$ cat config.mk
export PLATFORM = sky130hd
export DESIGN_NAME = dram_cmd_picker
export DESIGN_NICKNAME = d
export VERILOG_FILES = /design/src/rtl/dram_cmd_picker.sv
export SDC_FILE = /design/constraint.sdc
export NUM_CORES = 1
export LEC_CHECK = 0
export BUFFER_PORTS_ARGS = -buffer_cell sky130_fd_sc_hd__buf_2
export CORE_UTILIZATION = 50
export CTS_BUF_LIST = sky130_fd_sc_hd__clkbuf_8
export DETAILED_ROUTE_END_ITERATION = 8
export HOLD_SLACK_MARGIN = 0.02
export PLACE_DENSITY_LB_ADDON = 0.05
export SETUP_SLACK_MARGIN = 0.05
export SLEW_MARGIN = 20
export SYNTH_ARGS = -nofsm -noshare
export SYNTH_HDL_FRONTEND = slang
export SYNTH_SLANG_ARGS = --single-unit
$ cat constraint.sdc
create_clock -name clk -period 42.7 [get_ports clk]
set_clock_uncertainty 0.2 [all_clocks]
set_input_delay 8.54 -clock clk [delete_from_list [all_inputs] [get_ports clk]]
set_output_delay 8.54 -clock clk [all_outputs]
set_load 0.01 [all_outputs]
$ cat src/rtl/dram_cmd_picker.sv
module dram_cmd_picker #(
  parameter int NBANK = 4,
  parameter int NRANK = 2,
  parameter int AGE_W = 8,
  parameter int T_RP  = 5,
  parameter int T_RCD = 5,
  parameter int T_CL  = 5,
  localparam int NB   = NBANK * NRANK,
  localparam int BW   = (NBANK > 1) ? $clog2(NBANK) : 1,
  localparam int RW   = (NRANK > 1) ? $clog2(NRANK) : 1
) (
  input  logic               clk,
  input  logic               rst,
  input  logic [NB-1:0]      req_valid,
  input  logic [2*NB-1:0]    req_cmd,
  input  logic [NB-1:0]      req_write,
  input  logic [AGE_W*NB-1:0] req_age,
  input  logic [NB-1:0]      req_final,
  output logic               iss_valid,
  output logic [BW-1:0]      iss_bank,
  output logic [RW-1:0]      iss_rank,
  output logic [1:0]         iss_cmd,
  output logic               iss_write,
  output logic               resp_valid,
  output logic [BW-1:0]      resp_bank,
  output logic [RW-1:0]      resp_rank,
  output logic [BW-1:0]      last_bank,
  output logic [RW-1:0]      last_rank
);
  localparam int FW   = (NB > 1) ? $clog2(NB) : 1;
  localparam int TMAX = (T_RP > T_RCD) ? ((T_RP > T_CL) ? T_RP : T_CL)
                                       : ((T_RCD > T_CL) ? T_RCD : T_CL);
  localparam int TMIN = (T_RP < T_RCD) ? ((T_RP < T_CL) ? T_RP : T_CL)
                                       : ((T_RCD < T_CL) ? T_RCD : T_CL);
  localparam int TW   = $clog2(TMAX + 1);

  localparam logic [1:0] C_PRE = 2'd0;
  localparam logic [1:0] C_ACT = 2'd1;
  localparam logic [1:0] C_COL = 2'd2;

  logic [TW-1:0] tmr [NB];
  logic [NB-1:0] elig;
  logic [3:0]    prio [NB];

  generate
    for (genvar g = 0; g < NB; g++) begin : g_slot
      logic [1:0] cmd;
      logic rd, sr, sb;
      assign cmd = req_cmd[2*g +: 2];
      assign rd  = !req_write[g];
      assign sr  = (last_rank == RW'(g / NBANK));
      assign sb  = sr && (last_bank == BW'(g % NBANK));
      assign elig[g] = req_valid[g] && (tmr[g] == '0) && (cmd != 2'd3);
      assign prio[g] = (cmd != C_COL) ? (rd ? 4'd5 : 4'd6) :
                       sb             ? (rd ? 4'd1 : 4'd3) :
                       sr             ? (rd ? 4'd2 : 4'd4) :
                                        (rd ? 4'd7 : 4'd8);
    end
  endgenerate

  logic             w_found;
  logic [FW-1:0]    w_idx;
  logic [BW-1:0]    w_bank;
  logic [RW-1:0]    w_rank;
  logic [3:0]       w_prio;
  logic [AGE_W-1:0] w_age;
  logic [1:0]       w_cmd;
  logic             w_write, w_final;

  always_comb begin
    w_found = 1'b0; w_idx = '0; w_bank = '0; w_rank = '0;
    w_prio = 4'hf; w_age = '0; w_cmd = '0; w_write = 1'b0; w_final = 1'b0;
    for (int i = 0; i < NB; i++) begin
      if (elig[i] && (!w_found || prio[i] < w_prio ||
          (prio[i] == w_prio && req_age[i*AGE_W +: AGE_W] > w_age))) begin
        w_found = 1'b1;
        w_idx   = FW'(i);
        w_bank  = BW'(i % NBANK);
        w_rank  = RW'(i / NBANK);
        w_prio  = prio[i];
        w_age   = req_age[i*AGE_W +: AGE_W];
        w_cmd   = req_cmd[2*i +: 2];
        w_write = req_write[i];
        w_final = req_final[i];
      end
    end
  end

  logic             o_found;
  logic [BW-1:0]    o_bank;
  logic [RW-1:0]    o_rank;
  logic [AGE_W-1:0] o_age;

  always_comb begin
    o_found = 1'b0; o_bank = '0; o_rank = '0; o_age = '0;
    for (int i = 0; i < NB; i++) begin
      if (req_valid[i] && (!o_found || req_age[i*AGE_W +: AGE_W] > o_age)) begin
        o_found = 1'b1;
        o_bank  = BW'(i % NBANK);
        o_rank  = RW'(i / NBANK);
        o_age   = req_age[i*AGE_W +: AGE_W];
      end
    end
  end

  assign iss_valid  = w_found && !rst;
  assign iss_bank   = w_bank;
  assign iss_rank   = w_rank;
  assign iss_cmd    = w_cmd;
  assign iss_write  = w_write;
  assign resp_valid = iss_valid && (w_cmd == C_COL) && w_final;
  assign resp_bank  = w_bank;
  assign resp_rank  = w_rank;

  logic [TW-1:0] t_load;
  always_comb begin
    case (w_cmd)
      C_PRE:   t_load = TW'(T_RP - 1);
      C_ACT:   t_load = TW'(T_RCD - 1);
      default: t_load = TW'(T_CL - 1);
    endcase
  end

  always_ff @(posedge clk) begin
    if (rst) begin
      last_bank <= '0;
      last_rank <= '0;
      for (int i = 0; i < NB; i++) tmr[i] <= '0;
    end else begin
      for (int i = 0; i < NB; i++) begin
        if (iss_valid && w_idx == FW'(i)) tmr[i] <= t_load;
        else if (tmr[i] != '0)            tmr[i] <= tmr[i] - 1'b1;
      end
      if (iss_valid) begin
        last_bank <= w_bank;
        last_rank <= w_rank;
      end else if (o_found) begin
        last_bank <= o_bank;
        last_rank <= o_rank;
      end
    end
  end

  logic [FW-1:0] last_flat;
  assign last_flat = FW'(last_rank * NBANK + last_bank);

  assert_last_follows_R5: assert property (@(posedge clk) disable iff (rst)
    iss_valid |=> (last_bank == $past(iss_bank) && last_rank == $past(iss_rank)));

  assert_slot_gap_R1: assert property (@(posedge clk) disable iff (rst)
    (TMIN > 1 && iss_valid) |=>
      !(iss_valid && iss_bank == $past(iss_bank) && iss_rank == $past(iss_rank)));

  assert_idle_hold_R6: assert property (@(posedge clk) disable iff (rst)
    (!iss_valid && req_valid == '0) |=> ($stable(last_bank) && $stable(last_rank)));

  assert_hit_first_R2: assert property (@(posedge clk) disable iff (rst)
    (iss_valid && !(iss_bank == last_bank && iss_rank == last_rank)) |->
      !(req_valid[last_flat] && tmr[last_flat] == '0 &&
        req_cmd[2*last_flat +: 2] == C_COL && !req_write[last_flat]));
endmodule

* After elaboration in Yosys (flattened, before gate mapping)
Memory sizes are Yosys's and may differ from the RTL's.
Index checks and enable logic that the tools add are counted.
W data, S select, Z words.
** Storage, ports and cells
- Bits in registers :: 3
- RAM bits :: 24
- Input bits :: 106
- Output and inout port bits :: 14
- Memories kept :: 1
** Memories
- tmr :: depth 8, width 3, rd ports 8, clocked after memory_dff 0, write ports 8, line 41 : logic [TW-1:0] tmr [NB];
** Cells by class
- Add/sub/neg operators :: 8
- Order comparisons :: 21
- Eq/ne operators :: 34
- Multiplexer cells :: 224
- Bitwise operators :: 17
- Reductions and logical operators :: 111
** Operator list (count)
- $mux W4 :: 39
- $gt A8 B8 Y1 :: 14
- $mux W8 :: 14
- $mux W1 :: 103
- $mux W3 :: 29
- $mux W2 :: 39
- $logic_and A1 B1 Y1 :: 56
- $ne A2 B2 Y1 const B :: 16
- $eq A4 B4 Y1 :: 7
- $lt A4 B4 Y1 :: 7
- $logic_not A3 Y1 :: 9
- $reduce_bool A3 Y1 :: 8
- $sub A3 B1 Y3 const B :: 8
- $logic_or A1 B1 Y1 :: 21
- $or A1 B1 Y1 :: 16
- $logic_not A1 Y1 :: 15
- $eq A3 B3 Y1 const B :: 4
- $eq A2 B2 Y1 const B :: 3
- $eq A3 B2 Y1 const B :: 2
- $eq A3 B1 Y1 const B :: 1
- $eq A2 B1 Y1 const B :: 1
- $logic_not A2 Y1 :: 1
- $reduce_bool A2 Y1 :: 1
- $not A1 Y1 :: 1

* Logic depth before layout (Yosys ltp)
Gate-level depths: netlist of the first run.
- Depth after elaboration :: 47
- Gate-level depth with buffers :: 73

* Worst setup path before layout of the first run
OpenSTA, ideal clock, no wires.
- Kind :: input port to output port
- Start :: input req_valid[0]
- End :: output resp_valid
- Data arrival time :: 21.725 ns
- Data required time :: 33.960 ns
- Path slack :: 12.235 ns
- Stages :: 66
- Cell sequence :: nand3b_1 -> a21oi_1 -> clkbuf_1 -> nand2_1 -> ha_1 -> nand4_1 -> nor2_1 -> a211oi_1 -> o31ai_4 -> buf_4 -> mux2i_1 -> ha_1 -> a21oi_1 -> o21ai_0 -> o221a_2 -> o31ai_2 -> buf_2 -> buf_2 -> (+30 left out) -> nor2b_1 -> o21ai_0 -> nand2b_1 -> a21o_1 -> a21oi_1 -> clkbuf_1 -> clkbuf_1 -> mux2_2 -> ha_1 -> nor2b_1 -> o211ai_1 -> a21o_1 -> a211oi_1 -> o31ai_4 -> inv_1 -> nor3_1 -> o21ai_1 -> a211oi_2
** On the way
- Word-level cells in the longest chain between the ends :: 41
** Ends and longest elaborated chain
- start: declaration :: line 14 : input logic [NB-1:0] req_valid,
- $logic_and A1 B1 Y1 (*) (2 in series) :: line 53 : assign elig[g] = req_valid[g] && (tmr[g] == '0) && (cmd != 2'd3);
- $mux W8 (tied with other cells) :: line 74 : if (elig[i] && (!w_found || prio[i] < w_prio ||
- $gt A8 B8 Y1 (tied with other cells) :: line 75 : (prio[i] == w_prio && req_age[i*AGE_W +: AGE_W] > w_age))) begin
- $logic_and A1 B1 Y1 or $logic_or A1 B1 Y1 (tied branches) :: line 75, 74
- $logic_or A1 B1 Y1 :: line 74
- $logic_and A1 B1 Y1 :: line 74
- $mux W8 (tied with other cells) :: line 74
- $gt A8 B8 Y1 (tied with other cells) :: line 75
- (+24 left out)
- $gt A8 B8 Y1 (tied with other cells) :: line 75
- $logic_and A1 B1 Y1 or $logic_or A1 B1 Y1 (tied branches) :: line 75, 74
- $logic_or A1 B1 Y1 :: line 74
- $logic_and A1 B1 Y1 :: line 74
- $mux W2 or $mux W1 (tied branches) :: line 74
- $eq A2 B2 Y1 or $logic_and A1 B1 Y1 (tied branches) :: line 111, 106
- $logic_and A1 B1 Y1 :: line 111 : assign resp_valid = iss_valid && (w_cmd == C_COL) && w_final;
- $logic_and A1 B1 Y1 (*) :: line 111
- end: declaration :: line 24 : output logic resp_valid,
Mark *: on every way between the ends. The rest lies on a longest branch, timed or not.

* Final worst setup path of the first run
Ends and elaborated chain as after synthesis.

==> flow_metrics.env, run 1 <==
export IMPL_status="complete, but fails checks"
export IMPL_violated_checks="DRC"
export IMPL_fp_dieW_um=126
export IMPL_post_cts_setup_buffer_count=0
export IMPL_first_pass_grt_wire_length_um=36500
export IMPL_critical_path_top_delay_family="compound AO/OA/AOI/OAI gates"
export IMPL_cts_sinks=27
export IMPL_timing_setup_tns_ns=0
export IMPL_setup_crit_end_kind="primary output"
export IMPL_tritoncts="yes"
export IMPL_total_cts_buffers=3
export IMPL_timing_critical_path_fanout_max=26
export IMPL_synth_yosys_seq_area_share_pct=10.2
export IMPL_post_synth_num_cell_types=66
export IMPL_timing_critical_path_slowest_stage_cell="a21oi_1"
export IMPL_powerDensity_nw_per_um2=54.7
export IMPL_syn_cell_area_um2=7640
export IMPL_fillerInstances=1436
export IMPL_synth_adder_area_share_pct=26.9
export IMPL_routabilityCongestion=0.929
export IMPL_diodes=0
export IMPL_synth_top_family_by_area="compound AO/OA/AOI/OAI gates"
export IMPL_finalSetupViolations=0
export IMPL_numPortBuffers=119
export IMPL_avgViaCountPerCell=6.13
export IMPL_hold_worst_slack_ns=0.367
export IMPL_first_global_vias=7303
export IMPL_grt_setup_unrepaired="false"
export IMPL_timing_critical_path_arrival_ns=24.98
export IMPL_post_synth_top_count_cell="ha_1"
export IMPL_multi_input_area_um2=6410
export IMPL_min_path_type="reg -> reg"
export IMPL_cap_violations=0
export IMPL_synthesis_to_finish_area_growth_pct=10.1
export IMPL_ys_seq_elements=27
export IMPL_dr_pass1_iters=7
export IMPL_drt_total_wl_um=22900
export IMPL_syn_inst=996
export IMPL_post_synth_top_area_fraction_pct=26.9
export IMPL_post_cts_resized_instances=0
export IMPL_synth_simple_gate_area_share_pct=21.8
export IMPL_dp_final_hpwl_um=19200
export IMPL_power_ir_vdd_worst_mv=0.0217
export IMPL_fin_crit_ns=33.72
export IMPL_slew_limit_headroom_pct=26.4
export IMPL_globalRouteOverflowTotal=0
export IMPL_report_final_slew_viol_count=0
export IMPL_hold_viol_final=0
export IMPL_power_static_leakage_uw=0.00405
export IMPL_core_area_um2=14700
export IMPL_die_area_um2=15800
export IMPL_ys_flop_type="edfxtp_1"
export IMPL_max_slew_worst_pin_slew_ns=1.10
export IMPL_number_of_enable_flip_flop_cells_after_synthesis=24
export IMPL_layout_nets=1359
export IMPL_floorplan_initialDensity_pct=51.9
export IMPL_grt_use_total_pct=28.8
export IMPL_synth_compound_gate_area_share_pct=27.2
export IMPL_grt_start_max_net_pins=29
export IMPL_area_sequential_um2=781
export IMPL_synth_xor_area_share_pct=0.918
export IMPL_floorplan_io_pins=120
export IMPL_yosysWarnings=0
export IMPL_num_rows=44
export IMPL_clkLatencyLatePin_ns=0.28
export IMPL_ant_nets=0
export IMPL_post_drt_wl_per_cell_um=18.0
export IMPL_die_height_um=126
export IMPL_clk_pin_slew_worst_paths_ns=0.09
export IMPL_layout_drive_gt1_share_pct=16.0
export IMPL_muxShareOfSynthArea_pct=7.01
export IMPL_critical_path_class="in -> out"
export IMPL_async_set_or_reset_register_ratio_after_synthesis_pct=0
export IMPL_timing_critical_path_slowest_cell_delay_ns=0.94
export IMPL_final_min_period_over_clock_period_pct=79.0
export IMPL_worst_ep_required_time_ns=33.96
export IMPL_biggest_area_consumer_among_synthesized_cells="ha_1"
export IMPL_route_detailed_drc=9
export IMPL_htree_num_levels=1
export IMPL_syn_num_nets=1266
export IMPL_critical_path_n_buffers_inverters=6
export IMPL_ctsHoldBuffers=0
export IMPL_maximum_clock_rate_mhz=29.7
export IMPL_num_vias=7797
export IMPL_max_clock_path_buffers=2
export IMPL_number_of_antenna_violations_at_the_first_check_in_global_routing=0
export IMPL_crit_path_start_kind="input pin"
export IMPL_synthTopCellsByCount="ha_1, nand2_1, a21oi_1"
export IMPL_drt_first_iter_violations=528
export IMPL_root_buffer="clkbuf_8"
export IMPL_synth_top_cells_by_area="ha_1, edfxtp_1, a21oi_1"
export IMPL_syn_avg_cell_area_um2=7.67
## registers in the layout (all words and copies together), names as in the netlist
register	flops
last_bank	2
last_rank	1
tmr	24
## power breakdown
part / switching (uW) / internal [uW]
Sequential: 10.9 / 45.4
Clock: 8.12 / 6.47
Combinational: 225 / 164
Total: 244 / 216
## area by class of cell
class | count | area share (%)
Clock buffer | 3 | 0.491
Timing Repair Buffer | 126 | 7.71
Sequential cell | 27 | 9.29
Inverter | 77 | 3.44
Tap cell | 184 | 2.74
Multi-Input combinational cell | 854 | 76.3
Clock inverter | 1 | 0.0446
## cell usage in the layout, fill, tap and decap left out, types with 24 or more instances in the layout
master / n
nor2b_1: 39
edfxtp_1: 24
nor2_1: 62
nand4_1: 25
nor3_1: 32
nand3_1: 34
ha_1: 164
inv_1: 76
nand2_1: 85
o21ai_0: 36
a21oi_1: 78
buf_2: 119
a21o_1: 30
mux2i_1: 31
## path summary, 6_finish.rpt
kind                     start    endpoint  slack [ns]  depth (start not counted)
setup reg to reg     tmr[0][0]   tmr[0][1]       25.24                         60
hold / removal       tmr[1][0]   tmr[1][0]        0.37                          1
hold reg to reg      tmr[1][0]   tmr[1][0]        0.37                          1
setup / recovery  req_valid[0]  resp_valid        8.98                         60
## stage by stage
step | setup slack [ns] | area [um^2] | power [uW] | std cells | utilization, %
6_report | 8.98 | 8410 | 460 | 1272 | 57.2
5_1_grt | 7.43 | 8410 | 513 | 1272 | 57.2
4_1_cts | 9.26 | 8410 | 458 | 1272 | 57.2
3_5_place_dp | 9.28 | 8360 | 441 | 1268 | 56.9
3_3_place_gp | 9.69 | 8360 | 438 | 1268 | 56.9
2_1_floorplan | 12.23 | 7640 | 347 | 996 | -
## cell families after synthesis
logic type,after synthesis
AND/OR/NAND/NOR,334
adder cells (fa/ha/maj),164
flip-flops,27
XOR/XNOR,8
AO/OA/AOI/OAI,297
buffers and inverters,115
multiplexers,51
## routing by layer
layer	GRT usage, %	vias to the layer above	routed length, um
li1	-	3929	-
met1	40.3	3568	10600
met2	47.0	257	10200
met3	1.93	43	1430
met4	9.68	0	642
met5	0	-	0
Power figures use the tool's default switching activity.
==> run 2: changes to the inputs <==
Clock period 42.7 ns to 29.3 ns, I/O delays scaled along.
==> flow_metrics.env, run 2 (synthesis results as in run 1) <==
export IMPL_status="complete, but fails checks"
export IMPL_violated_checks="DRC"
export IMPL_dp_final_hpwl_um=19500
export IMPL_num_rows=44
export IMPL_final_common_cell="ha_1"
export IMPL_crit_path_start_kind="input pin"
export IMPL_num_vias=7786
export IMPL_drt_first_iter_violations=587
export IMPL_slew_limit_headroom_pct=39.6
export IMPL_timing_critical_path_slowest_cell_delay_ns=0.82
export IMPL_setup_crit_end_kind="primary output"
export IMPL_grt_setup_unrepaired="false"
export IMPL_largest_register="tmr"
export IMPL_fin_crit_ns=27.64
export IMPL_root_buffer="clkbuf_8"
export IMPL_die_height_um=126
export IMPL_layout_nets=1361
export IMPL_floorplan_io_pins=120
export IMPL_worst_ep_required_time_ns=23.24
export IMPL_wl_met1_um=11000
export IMPL_post_cts_setup_buffer_count=0
export IMPL_power_ir_vdd_worst_mv=0.0350
export IMPL_maximum_clock_rate_mhz=36.2
export IMPL_layout_drive_gt1_share_pct=16.4
export IMPL_fillerInstances=1460
export IMPL_first_global_vias=7358
export IMPL_numPortBuffers=119
export IMPL_min_path_type="reg -> reg"
export IMPL_powerDensity_nw_per_um2=79.9
export IMPL_grt_start_max_net_pins=31
export IMPL_grt_use_total_pct=29.0
export IMPL_power_static_leakage_uw=0.00406
export IMPL_timing_critical_path_arrival_ns=21.58
export IMPL_globalRouteOverflowTotal=0
export IMPL_number_of_antenna_violations_at_the_first_check_in_global_routing=0
export IMPL_largest_register_ffs=24
export IMPL_finalNonFillerCells=1274
export IMPL_cts_sinks=27
export IMPL_highest_signal_layer="met4"
export IMPL_hold_viol_final=0
export IMPL_htree_num_levels=1
export IMPL_placed_area_um2=8370
export IMPL_routabilityCongestion=0.905
export IMPL_timing_critical_path_fanout_max=30
export IMPL_timing_critical_path_slowest_stage_cell="o31ai_4"
export IMPL_post_drt_wl_per_cell_um=18.1
export IMPL_dr_pass1_iters=7
export IMPL_final_instance_area_um2=8430
export IMPL_critical_path_class="in -> out"
export IMPL_max_slew_worst_pin_slew_ns=0.906
export IMPL_tritoncts="yes"
export IMPL_dp_cells=1269
export IMPL_detailroute_wirelength_met3_um=1210
export IMPL_clk_pin_slew_worst_paths_ns=0.09
export IMPL_reg_largest_list="tmr: 24 flops, last_bank: 2 flops, last_rank: 1 flops"
export IMPL_avgViaCountPerCell=6.11
export IMPL_fp_dieW_um=126
export IMPL_floorplan_initialDensity_pct=51.9
export IMPL_report_final_slew_viol_count=0
export IMPL_total_cts_buffers=3
export IMPL_ctsHoldBuffers=0
export IMPL_core_area_um2=14700
export IMPL_first_pass_grt_wire_length_um=36800
export IMPL_timing_critical_path_mode_cell="ha_1"
export IMPL_max_clock_path_buffers=2
export IMPL_diodes=0
export IMPL_final_min_period_over_clock_period_pct=94.3
export IMPL_clkLatencyLatePin_ns=0.28
export IMPL_met2_wire_len_um=10300
export IMPL_cap_violations=0
export IMPL_timing_setup_tns_ns=0
export IMPL_die_area_um2=15800
export IMPL_ant_nets=0
export IMPL_route_detailed_drc=9
export IMPL_synthesis_to_finish_area_growth_pct=10.4
export IMPL_layout_cells_most_common_list="ha_1, buf_2, nand2_1"
export IMPL_finalSetupViolations=0
export IMPL_drt_total_wl_um=23100
-- run 2: power breakdown --
group | internal, uW | total [uW] | switching [uW]
sequential | 66.2 | 79.0 | 12.8
combinational | 241 | 572 | 332
clock | 9.69 | 22.1 | 12.4
total | 317 | 674 | 357
-- run 2: per-layer routing --
layer / track usage (%) / vias up
li1: - / 3928
met1: 40.6 / 3595
met2: 47.4 / 230
met3: 2.14 / 33
met4: 8.90 / 0
met5: 0 / -
-- run 2: critical path, delay by kind of cell --
kind            cells  cell delay, ns
buf+inv             6            1.48
simple gates       16            3.36
fa+ha+maj           7            2.16
mux                 3            0.94
compound gates     28            7.72
-- run 2: metrics by stage --
| stage | setup WS (ns) | utilization (%) | hold WS (ns) | total power, uW |
|---|---|---|---|---|
| floorplan | 4.19 | - | 0.336 | 506 |
| global placement | 1.61 | 56.9 | 0.347 | 640 |
| detailed placement | 1.25 | 56.9 | 0.357 | 645 |
| CTS | 1.20 | 57.3 | 0.371 | 671 |
| global route | 0.274 | 57.4 | 0.389 | 754 |
| finish | 1.66 | 57.4 | 0.369 | 674 |
-- run 2: final cells by class --
cell class | instances | area [um^2] | area share [%]
Multi-Input combinational cell | 854 | 6420 | 76.1
Timing Repair Buffer | 128 | 663 | 7.86
Tap cell | 184 | 230 | 2.73
Sequential cell | 27 | 781 | 9.26
Clock buffer | 3 | 41.3 | 0.490
Clock inverter | 1 | 7.51 | 0.0890
Inverter | 77 | 289 | 3.43
-- run 2: path summary, 6_finish.rpt --
kind / from / endpoint / slack [ns] / cells after the start
min: tmr[1][0] / tmr[1][0] / 0.37 / 1
max: req_valid[0] / resp_valid / 1.66 / 60
min reg2reg: tmr[1][0] / tmr[1][0] / 0.37 / 1
max reg2reg: tmr[0][0] / tmr[0][0] / 12.63 / 60
-- run 2: timing repair --
| item | in CTS | in global routing |
|---|---|---|
| endpoints found under the setup margin | 0 | 8 |
| endpoints found under the hold margin | 0 | 0 |
| gates resized for setup | 0 | 2 |
==> run 3: changes to the inputs <==
Settings changed: SKIP_CTS_REPAIR_TIMING set to 1, SKIP_LAST_GASP set to 1.
Clock period 29.3 ns to 26.8 ns, I/O delays scaled along.
==> flow_metrics.env, run 3 (synthesis results as in run 1) <==
export IMPL_grt_use_total_pct=29.1
export IMPL_fin_util_pct=58.0
export IMPL_maximum_clock_rate_mhz=39.3
export IMPL_reg2regPathDepth=58
export IMPL_hold_viol_final=0
export IMPL_dp_cells=1273
export IMPL_clkLatencyLatePin_ns=0.27
export IMPL_diodes=0
export IMPL_total_cts_buffers=3
export IMPL_floorplan_initialDensity_pct=51.9
export IMPL_dr_pass1_iters=7
export IMPL_report_final_slew_viol_count=0
export IMPL_first_pass_grt_wire_length_um=37100
export IMPL_timing_critical_path_slowest_cell_delay_ns=0.58
export IMPL_critical_path_n_buffers_inverters=8
export IMPL_power_ir_vdd_worst_mv=0.0421
export IMPL_post_drt_wl_per_cell_um=18.1
export IMPL_fillerInstances=1476
export IMPL_slew_limit_headroom_pct=49.0
export IMPL_route_detailed_drc=9
export IMPL_finalSetupViolations=0
export IMPL_grt_start_max_net_pins=29
export IMPL_crit_path_start_kind="input pin"
export IMPL_globalRouteOverflowTotal=0
export IMPL_multi_input_area_um2=6420
export IMPL_ant_nets=0
export IMPL_num_vias=7986
export IMPL_worst_ep_required_time_ns=21.24
export IMPL_detailroute_wirelength_met3_um=1950
export IMPL_min_path_type="reg -> reg"
export IMPL_power_static_leakage_uw=0.00412
export IMPL_cts_sinks=27
export IMPL_max_clock_path_buffers=2
export IMPL_tritoncts="yes"
export IMPL_violated_checks="DRC"
export IMPL_worstSetupEndpoint="resp_valid"
export IMPL_layout_drive_gt1_share_pct=17.2
export IMPL_critical_path_top_delay_family="compound AO/OA/AOI/OAI gates"
export IMPL_area_sequential_um2=781
export IMPL_drt_total_wl_um=23300
export IMPL_max_slew_worst_pin_slew_ns=0.764
export IMPL_crit_reg2reg_capture="tmr[0][2]"
export IMPL_layout_nets=1372
export IMPL_cap_violations=0
export IMPL_reg2reg_from="last_rank"
export IMPL_worst_setup_path_startpoint="req_valid[0]"
export IMPL_clk_pin_slew_worst_paths_ns=0.09
export IMPL_grt_setup_unrepaired="false"
export IMPL_powerDensity_nw_per_um2=87.2
export IMPL_timing_critical_path_mode_cell="ha_1"
export IMPL_routabilityCongestion=0.960
export IMPL_highest_signal_layer="met4"
export IMPL_avgViaCountPerCell=6.21
export IMPL_finalNonFillerCells=1285
export IMPL_timing_critical_path_fanout_max=22
export IMPL_root_buffer="clkbuf_8"
export IMPL_numPortBuffers=119
export IMPL_number_of_antenna_violations_at_the_first_check_in_global_routing=0
export IMPL_timing_setup_tns_ns=0
export IMPL_die_area_um2=15800
export IMPL_largest_register="tmr"
export IMPL_largest_register_ffs=24
export IMPL_drt_first_iter_violations=539
export IMPL_critical_path_class="in -> out"
export IMPL_die_height_um=126
export IMPL_fin_crit_ns=25.46
export IMPL_dp_final_hpwl_um=19600
export IMPL_floorplan_io_pins=120
export IMPL_htree_num_levels=1
export IMPL_reg_largest_list="tmr: 24 flops, last_bank: 2 flops, last_rank: 1 flops"
export IMPL_ff2ff_setup_slack_ns=10.92
export IMPL_final_setup_worst_slack_ns=1.34
export IMPL_met2_wire_len_um=10400
export IMPL_first_global_vias=7423
export IMPL_final_min_period_over_clock_period_pct=95.0
export IMPL_timing_critical_path_arrival_ns=19.90
export IMPL_status="complete, but fails checks"
export IMPL_fp_dieW_um=126
export IMPL_detailedPlace_worstSlack_ns=0.708
export IMPL_wl_met1_um=10400
export IMPL_synthesis_to_finish_area_growth_pct=11.6
export IMPL_layout_cells_most_common_list="ha_1, buf_2, nand2_1"
export IMPL_core_area_um2=14700
export IMPL_setup_crit_end_kind="primary output"
export IMPL_critical_path_cell_count=62
export IMPL_num_rows=44
export IMPL_timing_critical_path_slowest_stage_cell="o31ai_2"
export IMPL_final_common_cell="ha_1"
==> run 3: through the flow <==
stage / hold slack, ns / area, um^2 / power (uW)
2_1_floorplan: 0.336 / 7640 / 553
3_3_place_gp: 0.349 / 8400 / 704
3_5_place_dp: 0.355 / 8400 / 709
4_1_cts: 0.368 / 8450 / 735
5_1_grt: 0.379 / 8520 / 831
6_report: 0.367 / 8520 / 744
==> run 3: worst min-delay path by stage <==
stage / cells after the start / start / end
final: 1 / tmr[1][9] / tmr[1][9]
after global routing: 1 / tmr[1][9] / tmr[1][9]
after CTS: 1 / tmr[1][6] / tmr[1][6]
after detailed placement: 1 / tmr[1][6] / tmr[1][6]
after global placement: 1 / tmr[1][3] / tmr[1][3]
after floorplan: 1 / tmr[1][3] / tmr[1][3]
==> run 3: layout make-up <==
cell class / instances / area share, %
Clock buffer: 3 / 0.484
Inverter: 77 / 3.39
Timing Repair Buffer: 139 / 8.90
Multi-Input combinational cell: 854 / 75.3
Tap cell: 184 / 2.70
Clock inverter: 1 / 0.0440
Sequential cell: 27 / 9.16
==> run 3: power breakdown <==
| group | switching [uW] | internal (uW) |
|---|---|---|
| logic | 362 | 270 |
| registers | 16.2 | 72.4 |
| clock network | 12.6 | 10.3 |
==> run 3: metal layers <==
layer  track usage [%]  vias to the layer above
met4              7.89                        0
met5                 0                        -
met1              40.6                     3673
li1                  -                     3956
met3              3.25                       39
met2              47.3                      318
